[config.mk]
export PLATFORM = sky130hd
export DESIGN_NAME = callret_stack
export DESIGN_NICKNAME = d
export VERILOG_FILES = /design/src/rtl/callret_pkg.sv /design/src/rtl/callret_ptr.sv /design/src/rtl/callret_bank.sv /design/src/rtl/callret_out.sv /design/src/rtl/callret_stack.sv
export SDC_FILE = /design/constraint.sdc
export NUM_CORES = 1
export LEC_CHECK = 0
export ABC_CLOCK_PERIOD_IN_PS = 3900
export BUFFER_PORTS_ARGS = -buffer_cell sky130_fd_sc_hd__buf_2
export CAP_MARGIN = 10
export CORE_MARGIN = 3
export CORE_UTILIZATION = 65
export DETAILED_ROUTE_END_ITERATION = 16
export PLACE_DENSITY = 0.81
export SYNTH_ARGS = -nofsm -noshare
export SYNTH_HDL_FRONTEND = slang
export SYNTH_SLANG_ARGS = --single-unit
[constraint.sdc]
create_clock -name clk -period 3.9 [get_ports clk]
set_clock_uncertainty 0.15 [all_clocks]
set_input_delay 0.78 -clock clk [delete_from_list [all_inputs] [get_ports clk]]
set_output_delay 0.78 -clock clk [all_outputs]
set_load 0.05 [all_outputs]
[src/rtl/callret_pkg.sv]
package callret_pkg;

    localparam int unsigned CR_DEPTH  = 8;
    localparam int unsigned CR_ADDR_W = 13;

    typedef enum logic [1:0] {
        OP_IDLE = 2'd0,
        OP_PUSH = 2'd1,
        OP_POP  = 2'd2
    } stack_op_e;

    // Push wins over pop when both strobes arrive together.
    function automatic stack_op_e decode_op(input logic push, input logic pop);
        if (push) begin
            return OP_PUSH;
        end else if (pop) begin
            return OP_POP;
        end
        return OP_IDLE;
    endfunction

endpackage

[src/rtl/callret_ptr.sv]
module callret_ptr
    import callret_pkg::*;
#(
    parameter int unsigned DEPTH = CR_DEPTH,
    localparam int unsigned PTR_W = $clog2(DEPTH)
) (
    input  logic             clk,
    input  logic             rst,
    input  stack_op_e        op,
    output logic [PTR_W-1:0] ptr_q,
    output logic [PTR_W-1:0] below_idx
);

    localparam logic [PTR_W-1:0] LAST = PTR_W'(DEPTH - 1);

    logic [PTR_W-1:0] above_idx;

    always_comb begin
        above_idx = (ptr_q == LAST) ? '0 : ptr_q + PTR_W'(1);
        below_idx = (ptr_q == '0) ? LAST : ptr_q - PTR_W'(1);
    end

    always_ff @(posedge clk) begin
        if (rst) begin
            ptr_q <= '0;
        end else begin
            unique case (op)
                OP_PUSH: ptr_q <= above_idx;
                OP_POP:  ptr_q <= below_idx;
                default: ptr_q <= ptr_q;
            endcase
        end
    end

endmodule

[src/rtl/callret_bank.sv]
module callret_bank #(
    parameter int unsigned DEPTH  = 8,
    parameter int unsigned ADDR_W = 13,
    localparam int unsigned PTR_W = $clog2(DEPTH)
) (
    input  logic              clk,
    input  logic              we,
    input  logic [PTR_W-1:0]  wr_idx,
    input  logic [ADDR_W-1:0] wr_data,
    input  logic [PTR_W-1:0]  rd_idx,
    output logic [ADDR_W-1:0] rd_data
);

    logic [ADDR_W-1:0] slot_q [DEPTH];

    // Entries have no reset: their contents survive a reset.
    for (genvar s = 0; s < DEPTH; s++) begin : g_slot
        always_ff @(posedge clk) begin
            if (we && (wr_idx == PTR_W'(s))) begin
                slot_q[s] <= wr_data;
            end
        end
    end

    assign rd_data = slot_q[rd_idx];

endmodule

[src/rtl/callret_out.sv]
module callret_out
    import callret_pkg::*;
#(
    parameter int unsigned ADDR_W = CR_ADDR_W
) (
    input  logic              clk,
    input  logic              rst,
    input  stack_op_e         op,
    input  logic [ADDR_W-1:0] push_addr,
    input  logic [ADDR_W-1:0] pop_data,
    output logic [ADDR_W-1:0] top_q
);

    always_ff @(posedge clk) begin
        if (rst) begin
            top_q <= '0;
        end else begin
            unique case (op)
                OP_PUSH: top_q <= push_addr;
                OP_POP:  top_q <= pop_data;
                default: top_q <= top_q;
            endcase
        end
    end

endmodule

[src/rtl/callret_stack.sv]
module callret_stack
    import callret_pkg::*;
#(
    parameter int unsigned DEPTH  = CR_DEPTH,
    parameter int unsigned ADDR_W = CR_ADDR_W
) (
    input  logic              clk,
    input  logic              rst,
    input  logic              push_i,
    input  logic [ADDR_W-1:0] push_addr_i,
    input  logic              pop_i,
    output logic [ADDR_W-1:0] top_o
);

    localparam int unsigned PTR_W = $clog2(DEPTH);

    stack_op_e         op;
    logic [PTR_W-1:0]  ptr_q;
    logic [PTR_W-1:0]  below_idx;
    logic [ADDR_W-1:0] pop_data;

    assign op = decode_op(push_i, pop_i);

    callret_ptr #(.DEPTH(DEPTH)) u_ptr (
        .clk       (clk),
        .rst       (rst),
        .op        (op),
        .ptr_q     (ptr_q),
        .below_idx (below_idx)
    );

    callret_bank #(.DEPTH(DEPTH), .ADDR_W(ADDR_W)) u_bank (
        .clk     (clk),
        .we      (op == OP_PUSH),
        .wr_idx  (ptr_q),
        .wr_data (push_addr_i),
        .rd_idx  (below_idx),
        .rd_data (pop_data)
    );

    callret_out #(.ADDR_W(ADDR_W)) u_out (
        .clk       (clk),
        .rst       (rst),
        .op        (op),
        .push_addr (push_addr_i),
        .pop_data  (pop_data),
        .top_q     (top_o)
    );

endmodule

==> impl_results.md, run 1 <==
- Gp weighted congestion: 0.8453
- WS Path Type: reg -> reg
- Status: completed
- Max FO, Critical Path: 17
- Initial DRC Count: 417
- Share of cells above drive strength 1: 21.40%
- Final setup viols: 0
- Register Area: 0.003445 mm2
- Critical Path AT: 3.06 ns
- RSZ-0062 raised after global routing: no
- TritonCTS clock tree: done
- Nature of the critical path endpoint: flip-flop
- Cells after Synth: 392
- Grt ovf: 0
- Core ar.: around 0.0075 mm2
- Syn_nets: 416
- Initial Util: 69.48%
- Hold Worst Slack: 0.4175 ns
- Drt total wl: approximately 12 mm
- Fmax: ~0.36 GHz
- #FFs+latches synth: 120
- Die W: 95.46 um
- Clock Sinks: 120
- Area of the multi-input gates: around 0.0015 mm2
- Fraction of the cycle the final worst path needs: 72.00%
- Reg2reg path depth: 7
- Resized cells post-CTS: 0
- Hold-critical path depth: 1
- Worst IR Drop VDD: 0.4796 mV
- Post-layout min period: 2.808 ns
- DP Wirelength: 7.287 mm
- Setup bufs post-CTS: 0
- CTS Buf Count: 17
- LEAKAGE: 2.125 nW
- CTS H-Tree Depth: 4
- Launch point of the worst reg-to-reg path: u_ptr.ptr_q[0]$_SDFFE_PP0P_
- Synth warnings: 0
- Tot GR Track Use: 29.50%
- Clk Latency, worst-skew pair: 0.53 ns
- Pin count of the biggest net entering global routing: 58
- WHS Endpoint: u_bank.slot_q[1][8]$_DFFE_PP_
- Clock tree buffer depth: 2
- Asr flop ratio synth: 0%
- Register-to-register setup slack: 1.09 ns
- Pwr Density: 576.8 mW/mm2
- Port Buffer Count: 29
- Post-DP Area: 0.005365 mm2
- Chip Height: around 95 um
- R2r endpoint: u_out.top_q[7]$_SDFFE_PP0P_
- Setup crit start kind: flip-flop
- Max_cap viols: 0
- Rows: 31
- Vias/cell: 6.675
- DRC Markers: 0
- Layout Nets: roughly 440
- Max_slew headroom: between 40% and 50%
- Clock root buffer: clkbuf_8
- Hold buffers post-CTS: 0
- CP required: 4.15 ns
- Yosys cell types: 45
- Worst hold start: push_addr_i[8]
- Commonest non-fill, non-tap cell in the layout: edfxtp_1
- First-pass GRT wire length: 19.05 mm
- Die area: 0.009112 mm2
- Hold Path Class: in -> reg
- Worst-Margin Slew: between 0.7 and 0.8 ns
- Commonest cells after routing, fill and taps aside: 104 x edfxtp_1, 29 x nor2_1, 29 x buf_2, 18 x inv_1, 18 x mux2_2
- ANT nets after route: 0
- Number of flops mapped to enable cells by yosys: approximately 100
- Sequential share of the synthesized area: between 60% and 70%
- Final Hold Fails: 0
- Mapped cell area: 0.005201 mm2
- Synth Area per Inst: 13.27 um2
- DRT Pass-1 Iters: 5
- Vias: 3531
- Cells after DPL: 497
- Final Cell Area: 0.005947 mm2
- # fillers: 430
- Antenna violations before repair: 0
- Max-slew violations: 0
- Clk pin slew, worst setup/hold paths: 0.06 ns
- Avg WL per Cell: 23.25 um
- Diode count: 0
- Setup_tns: 0 ns
- Number of cells in the finished layout apart from fillers: 529
- Area delta synth->final: 14.34%
- Core Util, Final: 79.44%
- Vias in the first global route: 3412
- Post-synth top flop: edfxtp_1
- IO Pins: 30
cells by family (layout without fill, tap and decap cells):
logic type                 Yosys count  in the layout  share of synthesized area [%]
buffers and inverters               47             85                          4.065
adders and majority gates            7              7                          1.684
muxes                               25             25                          5.485
AOI/OAI and AO/OA                   96             96                          12.53
and+or+nand+nor                     97             97                          10.03
DFF                                120            120                          66.20
through the flow:
step | total power [W] | setup slack [ns]
detailed placement | 0.001906 | 1.079
finish | 0.003430 | 1.092
floorplan | 0.001799 | 1.476
global route | 0.003531 | 0.9518
global placement | 0.001894 | 1.105
CTS | 0.003426 | 1.175
synthesized netlist by cell type (2+ instances only):
cell type | count | area, um2
a211oi_1 | 4 | 30.03
a21o_1 | 3 | 22.52
a21oi_1 | 13 | 65.06
a221oi_1 | 7 | 61.31
a2bb2oi_1 | 7 | 61.31
a31oi_1 | 14 | 87.58
and2_1 | 6 | 37.54
and3_1 | 4 | 25.02
buf_1 | 3 | 11.26
buf_2 | 13 | 65.06
buf_4 | 3 | 22.52
clkbuf_1 | 7 | 26.28
dfxtp_1 | 16 | 320.3
edfxtp_1 | 104 | 3123
ha_1 | 7 | 87.58
inv_1 | 18 | 67.56
inv_2 | 2 | 7.510
mux2_2 | 18 | 202.7
mux2i_1 | 6 | 60.06
nand2_1 | 15 | 56.30
nand2b_2 | 2 | 17.52
nand3_1 | 5 | 25.02
nor2_1 | 29 | 108.9
nor2b_1 | 3 | 18.77
nor3_1 | 7 | 35.03
nor3b_1 | 11 | 82.58
o21a_1 | 5 | 37.54
o21ai_0 | 13 | 65.06
o21ai_1 | 3 | 15.01
o21bai_1 | 2 | 15.01
o221ai_1 | 4 | 35.03
o22a_1 | 3 | 26.28
o22ai_1 | 12 | 75.07
o31ai_1 | 3 | 22.52
or3_1 | 10 | 62.56
cell type report:
| type | count | area share, % |
|---|---|---|
| sequential | 120 | 57.92 |
| multi-input combinational | 225 | 26.00 |
| clock buffer | 17 | 6.964 |
| timing repair buffer | 33 | 2.946 |
| clock inverter | 15 | 2.819 |
| tap | 99 | 2.083 |
| inverter | 20 | 1.262 |
state kept, by name (all words and copies together), names as in the netlist:
signal	cells
u_bank.slot_q	104
u_out.top_q	13
u_ptr.ptr_q	3
power breakdown:
part | internal [W] | switching [W] | leakage, nW
registers | 0.00145 | 0.0000217 | 1.08
clock network | 0.000924 | 0.000613 | 0.276
logic | 0.000133 | 0.000287 | 0.771
worst max-delay path by stage:
| stage | startpoint | slack [ns] | to |
|---|---|---|---|
| after global routing | u_ptr.ptr_q[0]$_SDFFE_PP0P_ | 0.95 | u_out.top_q[7]$_SDFFE_PP0P_ |
| final | u_ptr.ptr_q[0]$_SDFFE_PP0P_ | 1.09 | u_out.top_q[7]$_SDFFE_PP0P_ |
| after global placement | pop_i | 1.10 | u_out.top_q[11]$_SDFFE_PP0P_ |
| after detailed placement | pop_i | 1.08 | u_out.top_q[11]$_SDFFE_PP0P_ |
| after CTS | u_ptr.ptr_q[0]$_SDFFE_PP0P_ | 1.17 | u_out.top_q[7]$_SDFFE_PP0P_ |
| after floorplan | push_i | 1.48 | u_bank.slot_q[0][0]$_DFFE_PP_ |
per-layer routing:
metal / wire, um / vias up / track usage, %
li1: - / 1544 / -
met1: 4941 / 1718 / 40.90
met2: 5758 / 231 / 43.91
met3: 1198 / 38 / 8.129
met4: 399 / 0 / 13.15
met5: 0 / - / 0
critical path: stages, from the launching register on:
cell	delay, ns
dfxtp_2	0.32
inv_2	0.27
ha_1	0.33
nor2b_1	0.67
a2bb2oi_1	0.25
o21ai_0	0.16
a221oi_1	0.42
o31ai_1	0.11
Power figures use the tool's default switching activity.
==> run 2, diff against run 1 <==
Settings changed: ABC_AREA set to 1, ABC_CLOCK_PERIOD_IN_PS 3900 to 2480, CORE_UTILIZATION 65 to 55, PLACE_DENSITY 0.81 to 0.73.
Clock period 3.9 ns to 2.48 ns, I/O delays scaled along.
==> run 2 against run 1 <==
Compared with the run above:
- clock power up 58%
- critical path type unchanged
- hold slack lost 0.29 ns
- critical endpoint is now u_out.top_q[10]$_SDFFE_PP0P_
- global-route usage is 5.9 points lower
- clock-buffer cell count unchanged
- sequential power rose by 58%
- worst setup slack worse by 0.88 ns
- cell count rose by 41%
- largest cell class unchanged
==> impl_results.md, run 2 <==
- Max-slew violations: 0
- Worst path slowest cell: dfxtp_1
- Clock tree buffer depth: 2
- Number of flops mapped to enable cells by yosys: 104
- Critical Path AT: 2.59 ns
- Initial DRC Count: 244
- CTS H-Tree Depth: 4
- Final worst-path setup slack: 0.2082 ns
- Clock root buffer: clkbuf_8
- Vias in the first global route: between 3000 and 4000
- Avg WL per Cell: roughly 16 um
- DRT Pass-1 Iters: 5
- Comb pwr share: 14.4%
- Fmax: 0.4402 GHz
- Clk pin slew, worst setup/hold paths: 0.06 ns
- CP required: 2.79 ns
- Synth Area per Inst: 9.645 um2
- Worst-Margin Slew: roughly 0.7 ns
- DRC Markers: 0
- Diode count: 0
- Syn_nets: 576
- Clk network pwr share: a little over two fifths
- Status: completed
- Tot GR Track Use: 23.58%
- Post-layout min period: 2.272 ns
- Drt total wl: around 12 mm
- RSZ-0062 raised after global routing: no
- LEAKAGE: 2.914 nW
- Final Hold Fails: 0
- CTS Buf Count: 17
- Clk Latency, worst-skew pair: 0.52 ns
- Die area: 0.01090 mm2
- Nature of the critical path endpoint: flip-flop
- Post-synth top flop: edfxtp_1
- Hold Path Class: in -> reg
- Vias/cell: approximately 5.2
- Yosys cell types: 22
- Gp weighted congestion: 0.8688
- Max_cap viols: 0
- Switching share of total power: 26.78%
- Commonest cells after routing, fill and taps aside: 147 x nand2_1, 104 x edfxtp_1, 87 x inv_1, 68 x nand3_1, 63 x nor2_1
- Asr flop ratio synth: 0%
- Antenna violations before repair: 0
- Cells after Synth: 552
- Rows: 35
- Cell mode on critical path: nand2_1
- Setup_tns: 0 ns
- Setup bufs post-CTS: 0
- Psw: ~0.0015 W
- Final setup viols: 0
- Worst IR Drop VDD: 0.4964 mV
- Fraction of the cycle the final worst path needs: 91.60%
- Worst path max stage delay: 0.38 ns
- P_int: 0.004064 W
- DP Wirelength: around 7.7 mm
- Vias: 3846
- Worst-path cell chain: inv_1 -> ha_1 -> nand2_4 -> nand2_1 -> buf_12 -> nand2_1 -> nand3_1 -> nand2_1 -> nand2_1 -> nand3_1 -> nand2_1 -> inv_1
- Die W: 104.4 um
- IO Pins: 30
- Cell family with most CP delay: simple AND/OR/NAND/NOR gates
- Mapped cell area: 0.005324 mm2
- Max_slew headroom: 53.34%
- Top post-synthesis cells by count: 147 x nand2_1, 104 x edfxtp_1, 87 x inv_1, 68 x nand3_1, 64 x nor2_1
- Share of cells above drive strength 1: between 15 and 20%
- Commonest non-fill, non-tap cell in the layout: nand2_1
- Synth warnings: 0
- # fillers: ~700
- Port Buffer Count: 29
- Count leader, synth: nand2_1
- TritonCTS clock tree: done
- Hold buffers post-CTS: 0
- Area delta synth->final: 19.20%
- First-pass GRT wire length: 19.62 mm
- Clock Sinks: 120
- Dpl ws: 0.1218 ns
- Initial Util: 57.08%
- Grt ovf: 0
- Max reg flops: 104
- Area leader, netlist: edfxtp_1
- Yosys top cell area share: 58.66%
- #FFs+latches synth: 120
- Pin count of the biggest net entering global routing: 31
- Biggest regs: u_bank.slot_q x104, u_out.top_q x13, u_ptr.ptr_q x3
- Core ar.: 0.009328 mm2
- Biggest register: u_bank.slot_q
- WS Path Type: reg -> reg
- Setup crit start kind: flip-flop
- Pwr Density: 874.5 mW/mm2
- Share of power burned in registers: about two fifths
- Layout Nets: 628
- Max FO, Critical Path: 24
- Chip Height: 104.4 um
- Sequential share of the synthesized area: 64.68%
- Buf+Inv Stages, Crit Path: 3
- Top cells by area, synth: edfxtp_1 59%, nand2_1 10%, nand3_1 6.4%
- ANT nets after route: 0
==> run 2: changes by cell type after synthesis, sizes merged, moves of 8 or more <==
cell,before,now
nand3,5,68
or3,10,0
nor3,8,0
nor2,29,64
nand2,16,149
mux2,18,0
nor3b,11,0
o22ai,12,0
inv,20,88
a31oi,14,1
==> run 2: path summary, 6_finish.rpt <==
check,from,to,slack (ns),cells after the start
setup / recovery,u_ptr.ptr_q[1]$_SDFFE_PP0P_,u_out.top_q[10]$_SDFFE_PP0P_,0.21,12
hold / removal,push_addr_i[4],u_bank.slot_q[6][4]$_DFFE_PP_,0.13,1
setup reg to reg,u_ptr.ptr_q[1]$_SDFFE_PP0P_,u_out.top_q[10]$_SDFFE_PP0P_,0.21,12
hold reg to reg,u_ptr.ptr_q[1]$_SDFFE_PP0P_,u_ptr.ptr_q[1]$_SDFFE_PP0P_,0.40,2
==> run 2: what timing repair did <==
| action | 4_1_cts | 5_1_grt |
|---|---|---|
| endpoints found under the hold margin | 0 | 0 |
| gates resized for setup | 0 | 1 |
| endpoints found under the setup margin | 0 | 13 |
==> run 2: metrics by stage <==
| step | hold slack (ns) | power [W] | cell area (um2) | util, % | std cells |
|---|---|---|---|---|---|
| floorplan | 0.3473 | 0.002898 | 5324 | - | 552 |
| global placement | 0.3674 | 0.003138 | 5753 | 61.68 | 714 |
| detailed placement | 0.3827 | 0.003158 | 5753 | 61.68 | 714 |
| CTS | 0.1086 | 0.005581 | 6344 | 68.01 | 746 |
| global route | 0.1352 | 0.005777 | 6346 | 68.03 | 746 |
| finish | 0.1252 | 0.005550 | 6346 | 68.03 | 746 |
==> run 2: per-layer routing <==
| layer | track usage [%] | vias up | share of wire [%] |
|---|---|---|---|
| li1 | - | 1881 | - |
| met1 | 31.46 | 1786 | 43 |
| met2 | 37.36 | 155 | 49 |
| met3 | 4.469 | 24 | 5.8 |
| met4 | 11.21 | 0 | 2.4 |
| met5 | 0 | - | 0 |
==> run 2: layout make-up <==
| type | count | area [um2] | share of cell area [%] |
|---|---|---|---|
| Clock buffer | 17 | 414.1 | 6.526 |
| Clock inverter | 15 | 176.4 | 2.780 |
| Inverter | 89 | 334.1 | 5.264 |
| Multi-Input combinational cell | 320 | 1431 | 22.56 |
| Sequential cell | 120 | 3443 | 54.26 |
| Tap cell | 129 | 161.4 | 2.543 |
| Timing Repair Buffer | 56 | 385.4 | 6.073 |
==> run 2: logic make-up after synthesis <==
kind of cell / count (synthesis) / share of synthesized area [%]
AND/OR/NAND/NOR: 289 / 22.59
flip-flops: 120 / 64.68
AO/OA/AOI/OAI: 24 / 2.609
adder cells (fa/ha/maj): 7 / 1.645
buffers and inverters: 112 / 8.484
==> run 2: power by group through the flow <==
stage               logic (W)  clock network (W)  registers [W]
floorplan            0.000469                  0        0.00243
global placement     0.000780                  0        0.00236
detailed placement   0.000797                  0        0.00236
CTS                  0.000799            0.00246        0.00232
global route         0.000896            0.00255        0.00233
finish               0.000798            0.00243        0.00232
==> run 3, diff against run 2 <==
Settings changed: CELL_PAD_IN_SITES_DETAIL_PLACEMENT set to 2, CELL_PAD_IN_SITES_GLOBAL_PLACEMENT set to 2, CORE_UTILIZATION 55 to 35, PLACE_DENSITY 0.73 to 0.72.
==> run 3 against run 2 <==
Compared with the run above:
- cell count grew 7.6%
- wire length is 40% higher
- hold slack gained 0.11 ns
- die area increased by 54%
- total power shrank 2.0%
- worst setup slack improved by 0.037 ns
- clock power decreased by 7%
- critical path type unchanged
- largest cell class unchanged
==> impl_results.md, run 3 (synthesized netlist as in run 2, its figures left out) <==
- DRT Pass-1 Iters: 4
- Final setup viols: 0
- Max_cap viols: 0
- Dpl ws: 0.1257 ns
- Post-layout min period: 2.235 ns
- Share of power burned in registers: 42.7%
- Post-DP Area: slightly below 0.006 mm2
- Clock tree buffer depth: 2
- Clk Latency, worst-skew pair: between 0.4 and 0.5 ns
- Worst-Margin Slew: 0.4395 ns
- Hold buffers post-CTS: 0
- Clk network pwr share: a little over 40%
- IO Pins: 30
- Fmax: 0.4475 GHz
- Biggest regs: u_bank.slot_q x104, u_out.top_q x13, u_ptr.ptr_q x3
- Diode count: 0
- Vias: 4064
- Comb pwr share: 15.8%
- Die W: 129.3 um
- Clock root buffer: clkbuf_16
- Commonest non-fill, non-tap cell in the layout: nand2_1
- Chip Height: 129.3 um
- Final Hold Fails: 0
- Vias/cell: slightly above 5
- Biggest register: u_bank.slot_q
- CTS H-Tree Depth: 4
- Clock Sinks: 120
- Critical Path AT: 2.45 ns
- Share of cells above drive strength 1: 14.54%
- Setup crit start kind: flip-flop
- Antenna violations before repair: 0
- Top Usage Layer GRT: met2
- Resized cells post-CTS: 0
- Grt ovf: 0
- # fillers: 1580
- DP Wirelength: 10.82 mm
- First-pass GRT wire length: around 26 mm
- Max-slew violations: 0
- Hold Worst Slack: 0.2394 ns
- Gp weighted congestion: around 0.80
- GRT met2 Usage: 37.80%
- Core ar.: 0.01470 mm2
- Final Cell Area: 0.006356 mm2
- Clk pin slew, worst setup/hold paths: 0.05 ns
- Drt total wl: ~17 mm
- Hold Path Class: in -> reg
- ANT nets after route: 0
- Area delta synth->final: 19.39%
- Nature of the critical path endpoint: flip-flop
- P_int: 0.003953 W
- Pin count of the biggest net entering global routing: 32
- Avg WL per Cell: around 21 um
- Pwr Density: 855.7 mW/mm2
- Commonest cells after routing, fill and taps aside: 147 x nand2_1, 104 x edfxtp_1, 87 x inv_1, 68 x nand3_1, 64 x nor2_1
- Die area: 0.01673 mm2
- Max_slew headroom: 70.52%
- Tot GR Track Use: between 20% and 30%
- TritonCTS clock tree: done
- Met3 Resource Use GR: 4.575%
- Met1 Resource Use GR: between 20% and 30%
- Initial DRC Count: 199
- Max reg flops: 104
- CTS Buf Count: 17
- Final worst-path setup slack: 0.2454 ns
- Max FO, Critical Path: 16
- Switching share of total power: between 20% and 30%
- CP required: 2.69 ns
- Rows: 44
- Initial Util: 36.22%
- Setup_tns: 0 ns
- Vias in the first global route: 4657
- Worst IR Drop VDD: about 0.54 mV
- Psw: 0.001486 W
- Core Util, Final: between 40% and 50%
- Register-to-register setup slack: approximately 0.25 ns
- LEAKAGE: 2.905 nW
- Setup bufs post-CTS: 0
- Port Buffer Count: 29
- Status: completed
- RSZ-0062 raised after global routing: no
- WS Path Type: reg -> reg
- DRC Markers: 0
- Fraction of the cycle the final worst path needs: 90.10%
- Layout Nets: 630
## run 3: worst max-delay path: stages, from the launching register on
cell     delay [ns]
dfxtp_1        0.37
inv_1          0.10
ha_1           0.26
nand2_4        0.17
nand2_2        0.28
buf_4          0.30
nor2_1         0.13
nand2_1        0.08
nand2_1        0.08
nand2_1        0.07
nand3_1        0.08
nand2_1        0.06
inv_1          0.06
## run 3: path summary, 6_finish.rpt
check                                                 start                       endpoint  cells past startpoint
worst max-delay path            u_ptr.ptr_q[1]$_SDFFE_PP0P_    u_out.top_q[1]$_SDFFE_PP0P_                     12
worst min-delay path                         push_addr_i[9]  u_bank.slot_q[1][9]$_DFFE_PP_                      1
worst max register to register  u_ptr.ptr_q[1]$_SDFFE_PP0P_    u_out.top_q[1]$_SDFFE_PP0P_                     12
worst min register to register  u_ptr.ptr_q[1]$_SDFFE_PP0P_    u_ptr.ptr_q[1]$_SDFFE_PP0P_                      2
## run 3: through the flow
step	std cells	total power, W
after floorplan	552	0.002898
after global placement	771	0.003180
after detailed placement	771	0.003225
after CTS	803	0.005504
after global routing	803	0.005700
final	803	0.005439
## run 3: layout make-up
cell class / count / area (um2) / area share (%)
flip-flops and latches: 120 / 3443 / 54.17
multi-input cells: 320 / 1429 / 22.48
clock buffers: 28 / 486.7 / 7.657
repair buffers: 58 / 387.9 / 6.102
inverters: 89 / 334.1 / 5.256
well taps: 184 / 230.2 / 3.622
clock inverters: 4 / 45.04 / 0.7087
## run 3: layer usage
metal / vias up / routed length (um) / part of all wire, %
met5: - / 0 / 0
li1: 1879 / - / -
met1: 2082 / 6923 / 42
met3: 33 / 553 / 3.3
met2: 70 / 8719 / 52
met4: 0 / 413 / 2.5
## run 3: power groups by stage
stage / registers, W / logic (W) / clock network, W
finish: 0.00232 / 0.000859 / 0.00226
global route: 0.00233 / 0.000966 / 0.00240
CTS: 0.00232 / 0.000881 / 0.00230
detailed placement: 0.00236 / 0.000862 / 0
global placement: 0.00236 / 0.000822 / 0
floorplan: 0.00243 / 0.000469 / 0
